File: src/rtl/seg_bus_pkg.sv
// Shared types for the filtered segment bus controller.
// Assumes: nothing beyond IEEE 1800-2017.
package seg_bus_pkg;

    // Kind of beat placed on the local bus in the following cycle.
    typedef enum logic [1:0] {
        BEAT_IDLE       = 2'd0,
        BEAT_LOCAL_DONE = 2'd1,
        BEAT_LOCAL_ESC  = 2'd2,
        BEAT_CENTRAL    = 2'd3
    } beat_kind_e;

endpackage

File: src/rtl/cbf_filter.sv
// Counting Bloom filter with two hashed counter arrays.
// Insert increments and remove decrements one counter per array. Counters
// saturate and stick at their maximum. Membership means both counters are
// nonzero, which allows false positives and never false negatives.
// Assumes: ADDR_W > 2*IDX_W and ADDR_W - 2*IDX_W <= IDX_W.
module cbf_filter #(
    parameter int ADDR_W = 16,
    parameter int IDX_W  = 6,
    parameter int CNT_W  = 4,
    parameter int N_QRY  = 1
) (
    input  logic                         clk,
    input  logic                         rst_n,
    input  logic                         ins_en,
    input  logic [ADDR_W-1:0]            ins_addr,
    input  logic                         del_en,
    input  logic [ADDR_W-1:0]            del_addr,
    input  logic [N_QRY-1:0][ADDR_W-1:0] qry_addr,
    output logic [N_QRY-1:0]             qry_hit
);
    localparam int DEPTH  = 1 << IDX_W;
    localparam int N_HASH = 2;
    localparam logic [CNT_W-1:0] CNT_MAX = {CNT_W{1'b1}};

    // Index of address a into hash array k.
    function automatic logic [IDX_W-1:0] hidx(input int unsigned k,
                                              input logic [ADDR_W-1:0] a);
        if (k == 0) return a[IDX_W-1:0];
        return a[2*IDX_W-1:IDX_W] ^ IDX_W'(a[ADDR_W-1:2*IDX_W]);
    endfunction

    logic [N_HASH-1:0][N_QRY-1:0] arr_hit;

    for (genvar h = 0; h < N_HASH; h++) begin : g_hash
        logic [CNT_W-1:0] cnt [DEPTH];
        logic [IDX_W-1:0] ins_i, del_i;
        logic [DEPTH-1:0] inc_v, dec_v;

        assign ins_i = hidx(h, ins_addr);
        assign del_i = hidx(h, del_addr);

        // Decode the insert and remove strobes onto one bit per counter.
        always_comb begin
            for (int j = 0; j < DEPTH; j++) begin
                inc_v[j] = ins_en && (ins_i == IDX_W'(j));
                dec_v[j] = del_en && (del_i == IDX_W'(j));
            end
        end

        // Update counters: saturating up, sticky at max, floor at zero.
        always_ff @(posedge clk) begin
            for (int j = 0; j < DEPTH; j++) begin
                if (!rst_n) begin
                    cnt[j] <= '0;
                end else if (inc_v[j] && !dec_v[j] && cnt[j] != CNT_MAX) begin
                    cnt[j] <= cnt[j] + 1'b1;
                end else if (dec_v[j] && !inc_v[j] && cnt[j] != '0 && cnt[j] != CNT_MAX) begin
                    cnt[j] <= cnt[j] - 1'b1;
                end
            end
        end

        for (genvar q = 0; q < N_QRY; q++) begin : g_qry
            assign arr_hit[h][q] = (cnt[hidx(h, qry_addr[q])] != '0);
        end
    end

    // A query hits only when every array reports a nonzero counter.
    always_comb begin
        for (int q = 0; q < N_QRY; q++) begin
            qry_hit[q] = 1'b1;
            for (int h = 0; h < N_HASH; h++) qry_hit[q] = qry_hit[q] & arr_hit[h][q];
        end
    end

endmodule

File: src/rtl/rr_pick.sv
// Round-robin picker. The grant is combinational from req. Priority starts
// just after the last granted index, and index 0 comes first after reset.
// Assumes: N >= 2.
module rr_pick #(
    parameter int N = 4
) (
    input  logic                 clk,
    input  logic                 rst_n,
    input  logic [N-1:0]         req,
    output logic [N-1:0]         gnt,
    output logic [$clog2(N)-1:0] gidx
);
    localparam int IW = $clog2(N);

    logic [IW-1:0] last_q;
    logic [N-1:0]  hi_req;

    // Pick the lowest request above last_q, else the lowest overall.
    always_comb begin
        gnt  = '0;
        gidx = '0;
        for (int i = 0; i < N; i++) hi_req[i] = req[i] && (i > int'(last_q));
        for (int i = N - 1; i >= 0; i--) begin
            if (req[i]) begin
                gnt  = '0;
                gnt[i] = 1'b1;
                gidx = IW'(i);
            end
        end
        for (int i = N - 1; i >= 0; i--) begin
            if (hi_req[i] && |hi_req) begin
                gnt  = '0;
                gnt[i] = 1'b1;
                gidx = IW'(i);
            end
        end
    end

    // Remember the last granted index.
    always_ff @(posedge clk) begin
        if (!rst_n)    last_q <= IW'(N - 1);
        else if (|gnt) last_q <= gidx;
    end

endmodule

File: src/rtl/hold_entry.sv
// Single held entry for a transaction waiting for the central bus.
// Assumes: load is only asserted while the entry is empty.
module hold_entry #(
    parameter int ADDR_W = 16
) (
    input  logic              clk,
    input  logic              rst_n,
    input  logic              load,
    input  logic [ADDR_W-1:0] din,
    input  logic              taken,
    output logic              full,
    output logic [ADDR_W-1:0] dout
);
    // Fill on load and empty once the central bus grant is sampled.
    always_ff @(posedge clk) begin
        if (!rst_n) begin
            full <= 1'b0;
            dout <= '0;
        end else if (load) begin
            full <= 1'b1;
            dout <= din;
        end else if (full && taken) begin
            full <= 1'b0;
        end
    end

endmodule

File: src/rtl/seg_bus_ctrl.sv
// Filtered segment bus controller: arbitrates local requesters and
// broadcasts on the local bus. It decides via the home filter whether a
// request finishes locally or must be escalated through a single held
// entry, and it forwards central-bus traffic that hits the presence filter.
// Assumes: ADDR_W > SEG_W, home lines carry SEG_ID in their top SEG_W bits.
module seg_bus_ctrl
    import seg_bus_pkg::*;
#(
    parameter int N_REQ  = 4,
    parameter int ADDR_W = 16,
    parameter int SEG_W  = 2,
    parameter int SEG_ID = 1,
    parameter int IDX_W  = 6,
    parameter int CNT_W  = 4
) (
    input  logic                         clk,
    input  logic                         rst_n,
    input  logic [N_REQ-1:0]             req,
    input  logic [N_REQ-1:0][ADDR_W-1:0] req_addr,
    output logic [N_REQ-1:0]             gnt,
    output logic                         stall,
    output logic                         lbus_valid,
    output logic [ADDR_W-1:0]            lbus_addr,
    output logic                         lbus_from_central,
    output logic                         validate,
    output logic                         cbus_req,
    output logic [ADDR_W-1:0]            cbus_addr,
    input  logic                         cbus_gnt,
    input  logic                         cin_valid,
    input  logic [ADDR_W-1:0]            cin_addr,
    input  logic                         fill_valid,
    input  logic [ADDR_W-1:0]            fill_addr,
    input  logic                         evict_valid,
    input  logic [ADDR_W-1:0]            evict_addr
);
    localparam int IW = $clog2(N_REQ);

    // True when address a belongs to this segment.
    function automatic logic is_home(input logic [ADDR_W-1:0] a);
        return a[ADDR_W-1 -: SEG_W] == SEG_W'(SEG_ID);
    endfunction

    logic [N_REQ-1:0] out_hit, needs_cb, eligible, arb_req;
    logic             in_hit, cin_hit, g_any, g_needs, buf_full;
    logic [IW-1:0]    gidx;
    logic [ADDR_W-1:0] buf_addr;
    beat_kind_e        beat_q;
    logic [ADDR_W-1:0] beat_addr_q;

    cbf_filter #(.ADDR_W(ADDR_W), .IDX_W(IDX_W), .CNT_W(CNT_W), .N_QRY(N_REQ)) u_home_filt (
        .clk(clk), .rst_n(rst_n),
        .ins_en(cin_valid && is_home(cin_addr)), .ins_addr(cin_addr),
        .del_en(1'b0), .del_addr('0),
        .qry_addr(req_addr), .qry_hit(out_hit)
    );

    cbf_filter #(.ADDR_W(ADDR_W), .IDX_W(IDX_W), .CNT_W(CNT_W), .N_QRY(1)) u_pres_filt (
        .clk(clk), .rst_n(rst_n),
        .ins_en(fill_valid), .ins_addr(fill_addr),
        .del_en(evict_valid), .del_addr(evict_addr),
        .qry_addr(cin_addr), .qry_hit(in_hit)
    );

    // Classify each requester and mask escalations while the entry is busy.
    always_comb begin
        for (int i = 0; i < N_REQ; i++) begin
            needs_cb[i] = !is_home(req_addr[i]) || out_hit[i];
            eligible[i] = req[i] && !(buf_full && needs_cb[i]);
        end
    end

    assign cin_hit = cin_valid && in_hit;
    assign arb_req = cin_hit ? '0 : eligible;

    rr_pick #(.N(N_REQ)) u_arb (
        .clk(clk), .rst_n(rst_n), .req(arb_req), .gnt(gnt), .gidx(gidx)
    );

    assign g_any   = |gnt;
    assign g_needs = needs_cb[gidx];

    hold_entry #(.ADDR_W(ADDR_W)) u_hold (
        .clk(clk), .rst_n(rst_n),
        .load(g_any && g_needs), .din(req_addr[gidx]),
        .taken(cbus_gnt), .full(buf_full), .dout(buf_addr)
    );

    // Register the local-bus beat: central traffic first, then the grant.
    always_ff @(posedge clk) begin
        if (!rst_n) begin
            beat_q      <= BEAT_IDLE;
            beat_addr_q <= '0;
        end else if (cin_hit) begin
            beat_q      <= BEAT_CENTRAL;
            beat_addr_q <= cin_addr;
        end else if (g_any) begin
            beat_q      <= g_needs ? BEAT_LOCAL_ESC : BEAT_LOCAL_DONE;
            beat_addr_q <= req_addr[gidx];
        end else begin
            beat_q      <= BEAT_IDLE;
        end
    end

    assign lbus_valid        = (beat_q != BEAT_IDLE);
    assign lbus_addr         = beat_addr_q;
    assign lbus_from_central = (beat_q == BEAT_CENTRAL);
    assign validate          = (beat_q == BEAT_LOCAL_DONE);
    assign cbus_req          = buf_full;
    assign cbus_addr         = buf_addr;
    assign stall             = buf_full;

endmodule

File: config.mk
export PLATFORM = sky130hd
export DESIGN_NAME = seg_bus_ctrl
export DESIGN_NICKNAME = d
export VERILOG_FILES = /design/src/rtl/seg_bus_pkg.sv /design/src/rtl/cbf_filter.sv /design/src/rtl/rr_pick.sv /design/src/rtl/hold_entry.sv /design/src/rtl/seg_bus_ctrl.sv
export SDC_FILE = /design/constraint.sdc
export NUM_CORES = 2
export LEC_CHECK = 0
export BUFFER_PORTS_ARGS = -buffer_cell sky130_fd_sc_hd__buf_2
export CAP_MARGIN = 10
export CORE_AREA = 2 2 574 291
export DETAILED_ROUTE_END_ITERATION = 16
export DIE_AREA = 0 0 576 293
export PLACE_DENSITY = 0.61
export SKIP_CTS_REPAIR_TIMING = 1
export SKIP_LAST_GASP = 1
export SYNTH_ARGS = -nofsm -noshare
export SYNTH_HDL_FRONTEND = slang
export SYNTH_SLANG_ARGS = --single-unit
File: constraint.sdc
create_clock -name clk -period 4.85 [get_ports clk]
set_input_delay 0.7275 -clock clk [delete_from_list [all_inputs] [get_ports clk]]
set_output_delay 0.7275 -clock clk [all_outputs]
set_load 0.03 [all_outputs]
**Word-level counts from Yosys, hierarchy flattened**

Memories as Yosys holds them, arrays and structs flattened.
Index checks and enable logic that the tools add are counted.

- $add $sub $neg: 384
- Order comparisons: 4
- Equality and inequality tests: 641
- Muxes and demuxes: 1,691
- Bitwise operators: 396
- Reductions and logical operators: 1,587

Operators with widths:

| kind | count |
|---|---|
| $mux W4 | 392 |
| $mux W1 | 1,284 |
| $logic_and A1 B1 Y1 | 1,170 |
| $eq A6 B6 Y1 const B | 192 |
| $add A4 B1 Y4 const B | 256 |
| $ne A4 B4 Y1 const B | 256 |
| $eq A6 B5 Y1 const B | 96 |
| $reduce_bool A4 Y1 | 138 |
| $sub A4 B1 Y4 const B | 128 |
| $or A1 B1 Y1 | 384 |
| $eq A6 B4 Y1 const B | 48 |
| $logic_not A1 Y1 | 264 |
| $eq A6 B3 Y1 const B | 24 |
| $eq A6 B2 Y1 const B | 12 |
| $mux W16 | 3 |
| $xor A6 B4 Y6 | 7 |
| $eq A6 B1 Y1 const B | 6 |
| $logic_not A6 Y1 | 6 |
| $bmux W16 S2 | 1 |
| $mux W2 | 10 |
| $eq A2 B1 Y1 const B | 6 |
| $reduce_bool A2 Y1 | 3 |
| $and A1 B1 Y1 | 5 |
| $gt A2 B2 Y1 const A | 2 |
| other kinds (7) | 10 |

- Flip-flop bits (word level): 37
- Bits in writable memories: 1,024
- Input port bits: 122
- Output and inout bits: 41
- Logic and storage cells: 4,712
- Memories kept: 4

Memories:

| name | words | bits a word | rd ports | clocked after Yosys merged registers in | wr ports | RTL line | source |
|---|---|---|---|---|---|---|---|
| u_home_filt.g_hash[0].cnt | 64 | 4 | 68 | 0 | 64 | cbf_filter.sv:35 | `logic [CNT_W-1:0] cnt [DEPTH];` |
| u_home_filt.g_hash[1].cnt | 64 | 4 | 68 | 0 | 64 | cbf_filter.sv:35 |  |
| u_pres_filt.g_hash[0].cnt | 64 | 4 | 65 | 0 | 64 | cbf_filter.sv:35 |  |
| u_pres_filt.g_hash[1].cnt | 64 | 4 | 65 | 0 | 64 | cbf_filter.sv:35 |  |

**Depth between registers and ports, before layout**

An unclocked memory read counts as a cell.

- Depth after elaboration: 21
- Gate-level depth with buffers: 20
- Mapped depth without buffers: 14

**Hierarchy**

From an unflattened synthesis, not the netlist that was laid out.

- Cell total of the unflattened synthesis: 10,675
- Area, all modules: 93,362.0 µm²

By module, submodules not included:

| module | times used | cells each | area each (µm²) | seq. area each (µm²) |
|---|---|---|---|---|
| cbf_filter at u_home_filt | 1 | 5,453 | 47,493.0 | 15,374.7 |
| cbf_filter at u_pres_filt | 1 | 4,993 | 43,714.4 | 15,374.7 |
| seg_bus_ctrl | 1 | 143 | 1,278.7 | 360.3 |
| hold_entry | 1 | 54 | 649.4 | 340.3 |
| rr_pick | 1 | 32 | 226.5 | 40.0 |

**Least setup slack after synthesis**

No wires, ideal clock.

- Kind: input to output
- From: input port req_addr[22] (netlist bit)
- To: output port gnt[3]
- Data arrival time: 4.088 ns
- Required time: 4.123 ns
- Path slack: 0.035 ns
- Stages on the path: 13
- Path buffers: 3
- Path through: xor2_1 -> clkbuf_1 -> mux4_2 -> nand2_1 -> nand2_1 -> o311ai_0 -> o2bb2ai_1 -> o311a_1 -> or2_2 -> a211o_1 -> buf_2 -> buf_1 -> nor2_1

- Cells in the longest elaborated chain, start to end: 15
- Elaborated cells between the ends (all ways): 19
- Those cells by class: mux (6); bitwise (2); reduce/logical (10); memory (1)

RTL lines:

| element | RTL line | source |
|---|---|---|
| start, declared | seg_bus_ctrl.sv:19 | `input logic [N_REQ-1:0][ADDR_W-1:0] req_addr,` |
| $xor A6 B4 Y6 * | - |  |
| $mem_v2 Z64 W4 * | - |  |
| $reduce_bool A4 Y1 * | cbf_filter.sv:64 | `assign arr_hit[h][q] = (cnt[hidx(h, qry_addr[q])] != '0);` |
| $and A1 B1 Y1 * | cbf_filter.sv:72 | `for (int h = 0; h < N_HASH; h++) qry_hit[q] = qry_hit[q] & arr_hit[h][q];` |
| $logic_or A1 B1 Y1 * | seg_bus_ctrl.sv:67 | `needs_cb[i] = !is_home(req_addr[i]) \|\| out_hit[i];` |
| $logic_and A1 B1 Y1 * | seg_bus_ctrl.sv:68 | `eligible[i] = req[i] && !(buf_full && needs_cb[i]);` |
| $logic_not A1 Y1 * | seg_bus_ctrl.sv:68 |  |
| $logic_and A1 B1 Y1 * | seg_bus_ctrl.sv:68 |  |
| $mux W4 * | seg_bus_ctrl.sv:73 | `assign arb_req = cin_hit ? '0 : eligible;` |
| $logic_and A1 B1 Y1 | rr_pick.sv:22 | `for (int i = 0; i < N; i++) hi_req[i] = req[i] && (i > int'(last_q));` |
| $reduce_or A3 Y1 | rr_pick.sv:31 | `if (hi_req[i] && \|hi_req) begin` |
| $logic_and A1 B1 Y1 | rr_pick.sv:31 |  |
| $mux W4 (2 in a row) | rr_pick.sv:31 |  |
| $mux W4 * | rr_pick.sv:31 |  |
| end, declared | seg_bus_ctrl.sv:20 | `output logic [N_REQ-1:0] gnt,` |

Mark *: on every way between the ends. The rest lies on a longest branch, timed or not.

**Worst setup path in the final report**

- From: input port cin_addr[8]
- To: output port gnt[2]

- Cells in the longest elaborated chain, start to end: 12
- Elaborated cells between the ends (all ways): 19
- Those cells by class: mux (7); bitwise (2); reduce/logical (9); memory (1)

RTL lines:

| element | RTL line | source |
|---|---|---|
| start, declared | seg_bus_ctrl.sv:30 | `input logic [ADDR_W-1:0] cin_addr,` |
| $xor A6 B4 Y6 * | - |  |
| $mem_v2 Z64 W4 * | - |  |
| $reduce_bool A4 Y1 * | cbf_filter.sv:64 |  |
| $and A1 B1 Y1 * | cbf_filter.sv:72 |  |
| $logic_and A1 B1 Y1 * | seg_bus_ctrl.sv:72 | `assign cin_hit = cin_valid && in_hit;` |
| $mux W4 * | seg_bus_ctrl.sv:73 |  |
| $mux W4 / $logic_and A1 B1 Y1 (equally long branches) | rr_pick.sv:24, rr_pick.sv:22 |  |
| $mux W4 / $reduce_or A3 Y1 (equally long branches) | rr_pick.sv:24, rr_pick.sv:31 |  |
| $mux W4 / $logic_and A1 B1 Y1 (equally long branches) | rr_pick.sv:24, rr_pick.sv:31 |  |
| $mux W4 (2 in a row) | rr_pick.sv:31 |  |
| $mux W4 * | rr_pick.sv:31 |  |

Marks and branches as above.

==> out/qor.yml <==
outcome:
  status: "complete, but fails checks"
  violations: "negative setup slack"
power:
  finalPower_w: 0.0257
  power_frac_comb_pct: 20.1
  p_leak_nw: 33.9
  p_seq_share_pct: 43.9
  p_int_w: 0.0178
  ir_drop_uv: 266
  power_density_mw_per_mm2: 295
  swShare_pct: 30.7
  clkPwrFrac_pct: 36.0
  p_switching_w: 0.00789
worst_setup_path:
  worst_ep_required_time_ns: 4.12
  crit_path_top_delay_cell: "xnor2_1"
  critPathCaptureType: "output pin"
  r2r_cells: 16
  critical_path_class: "input pin to output pin"
  max_stage_delay_ns: 0.43
  path_common_cell: "buf_4"
  critPathLaunchType: "input pin"
  crit_chain: "buf_2, xnor2_1, buf_4, nand2_1, nor4_1, buf_4, nor4_1, a31o_2, o22ai_1, buf_4, o21ai_1, buf_4, buf_4, a311oi_1, o211a_1, clkbuf_4"
  critPathMaxFanout: 5
  crit_arrival_ns: 4.24
route:
  first_pass_iters: 6
  wl_met3_mm: 28.5
  drtIter0Drc: 8954
  post_drt_wl_per_cell_um: 22.6
  drc: 0
  vias: 71700
  top_layer: "met5"
  wirelength_mm: 254
  wl_met2_mm: 107
  detail-route-antenna-nets: 0
  met1_length_mm: 111
  vias_per_cell: 6.36
cts:
  clockBufferDepth: 3
  clk_latency_ns: 0.73
  cts_tree: "built"
  clk_pin_slew_worst_paths_ns: 0.07
  cts_root_buf: "clkbuf_16"
  htreeDepth: 3
  cts_buffers: 105
  cts.sinks: 1061
synthesis:
  postSynthNetCount: 9006
  synth.largest_area_cell: "edfxtp_1"
  synth.cell_area_mm2: 0.0764
  synthTopCellsByArea: "edfxtp_1, ha_1, nor2_1"
  netlist_instances: 8498
  synth_top_area_share_pct: 40.2
  yosys_warnings: 0
  ys_ff_latch: 1061
  ys_types: 96
  ys_seq_area_share_pct: 41.2
  synth_ff_type: "edfxtp_1"
  synth_common_cells: "nor2_1, edfxtp_1, nand2_1"
  synthArstFlopShare_pct: 0
  syn_area_per_cell_um2: 8.99
  synth_edf_count: 1024
  yosysMostFrequentCell: "nor2_1"
final_layout:
  drive_above_1_share_pct: 12.7
  layout.nets: 9498
  area_delta_synth_final_pct: 14.3
  stdcell_count: 11300
  fillers: 14900
grt:
  grt_pass1_vias: 64100
  overflow: 0
  grt_max_degree: 136
  grt_usage_pct: 29.0
  antenna_found_initial: 10
  grt_pass1_wl_mm: 383
floorplanning:
  start_util_pct: 46.8
  die_h_um: 293
  die_area_mm2: 0.169
  row_count: 105
  coreArea_mm2: 0.163
  pin_count: 163
  dieWidth_um: 576
timing:
  final_hold_viol_count: 0
  post-route-period-util_pct: 102
  setup_viol: 4
  skew_ns: 0.0353
  hold_ws_ns: 0.457
  max_freq_mhz: 201
  worstMarginPinSlew_ns: 1.15
  rsz0062_at_grt: "true"
  finalCriticalPeriod_ns: 4.96
  relSlewSlack_pct: 23.3
  finalWorstSetupSlack_ns: -0.114
  drv_slew: 0
place:
  place_inst: 11000
  dpl_worst_slack_ns: -0.286
  place_congestion: 1.02
  post-dp-hpwl_mm: 190
  io_buffers: 162
min_path:
  holdCritPathClass: "flip-flop to flip-flop"
  whs_path_depth: 2
flow_run:
  maxCapViolCount: 0
==> cell usage in the layout (no fill, tap or decap), types with 207 or more instances in the layout <==
cell      Yosys  final
edfxtp_1   1024   1024
a21oi_1     524    523
nor2_1     1260   1252
nor3_1      217    215
o21ai_0     414    413
buf_4         3    516
nor4_1      255    234
inv_1       507    507
a221oi_1    208    207
ha_1        384    384
nand2_1     905    905
nand3_1     484    483
and3_1      272    272
==> stage by stage <==
| stage | utilization (%) | instance area, µm² | setup TNS (ns) |
|---|---|---|---|
| 2_1_floorplan | - | 76400 | 0 |
| 4_1_cts | 52.9 | 86200 | -2.02 |
| 3_5_place_dp | 50.5 | 82500 | -6.64 |
| 3_3_place_gp | 50.5 | 82500 | -6.48 |
| 6_report | 53.5 | 87300 | -0.283 |
| 5_1_grt | 53.5 | 87300 | -0.582 |
==> metal layers <==
layer / track usage [%] / vias to the layer above
li1: - / 33100
met1: 42.8 / 34400
met2: 42.4 / 3646
met3: 6.09 / 540
met4: 9.19 / 4
met5: 0 / -
==> critical path: cells and delay by family <==
kind                      cells  cell delay (ns)
AOI/OAI and AO/OA             5             1.11
xor gates and xnor gates      1             0.43
buffers and inverters         7             1.37
and+or+nand+nor               3             0.55
==> logic make-up after synthesis <==
group / share of synthesized area (%)
adders and majority gates: 6.34
and+or+nand+nor: 22.9
DFF: 41.2
buffers and inverters: 4.15
AOI/OAI and AO/OA: 17.0
muxes: 4.78
xor gates and xnor gates: 3.66
==> power by group through the flow <==
stage / logic, W / registers, W / clock network (W)
detailed placement: 0.00486 / 0.0115 / 0
floorplan: 0.00279 / 0.0114 / 0
global placement: 0.00484 / 0.0115 / 0
CTS: 0.00488 / 0.0113 / 0.00936
global route: 0.00552 / 0.0114 / 0.00973
finish: 0.00517 / 0.0113 / 0.00926
==> area by class of cell <==
class | count | area (µm²) | area share [%]
timing repair buffer | 699 | 5120 | 5.86
antenna | 5 | 12.5 | 0.0143
sequential | 1061 | 31500 | 36.1
clock inverter | 68 | 931 | 1.07
tap | 2193 | 2740 | 3.14
clock buffer | 130 | 2840 | 3.26
inverter | 511 | 1930 | 2.21
multi-input combinational | 6612 | 42300 | 48.4
==> final timing paths <==
| kind | start | end | slack, ns |
|---|---|---|---|
| setup / recovery | cin_addr[8] | gnt[2] | -0.11 |
| hold / removal | u_hold.dout[3]$_SDFFE_PN0P_ | u_hold.dout[3]$_SDFFE_PN0P_ | 0.46 |
| setup reg to reg | u_home_filt.g_hash[0].cnt[18][0]$_SDFFCE_PN0P_ | u_hold.dout[15]$_SDFFE_PN0P_ | 0.25 |
| hold reg to reg | u_hold.dout[3]$_SDFFE_PN0P_ | u_hold.dout[3]$_SDFFE_PN0P_ | 0.46 |
==> flip-flops by register name (all words and copies together), names as in the netlist <==
name and count:
u_hold.dout 16, u_home_filt.g_hash.cnt 512, lbus_addr 16, u_pres_filt.g_hash.cnt 512, u_arb.last_q 2, beat_q 2
u_hold.full 1
Power figures use the tool's default switching activity.
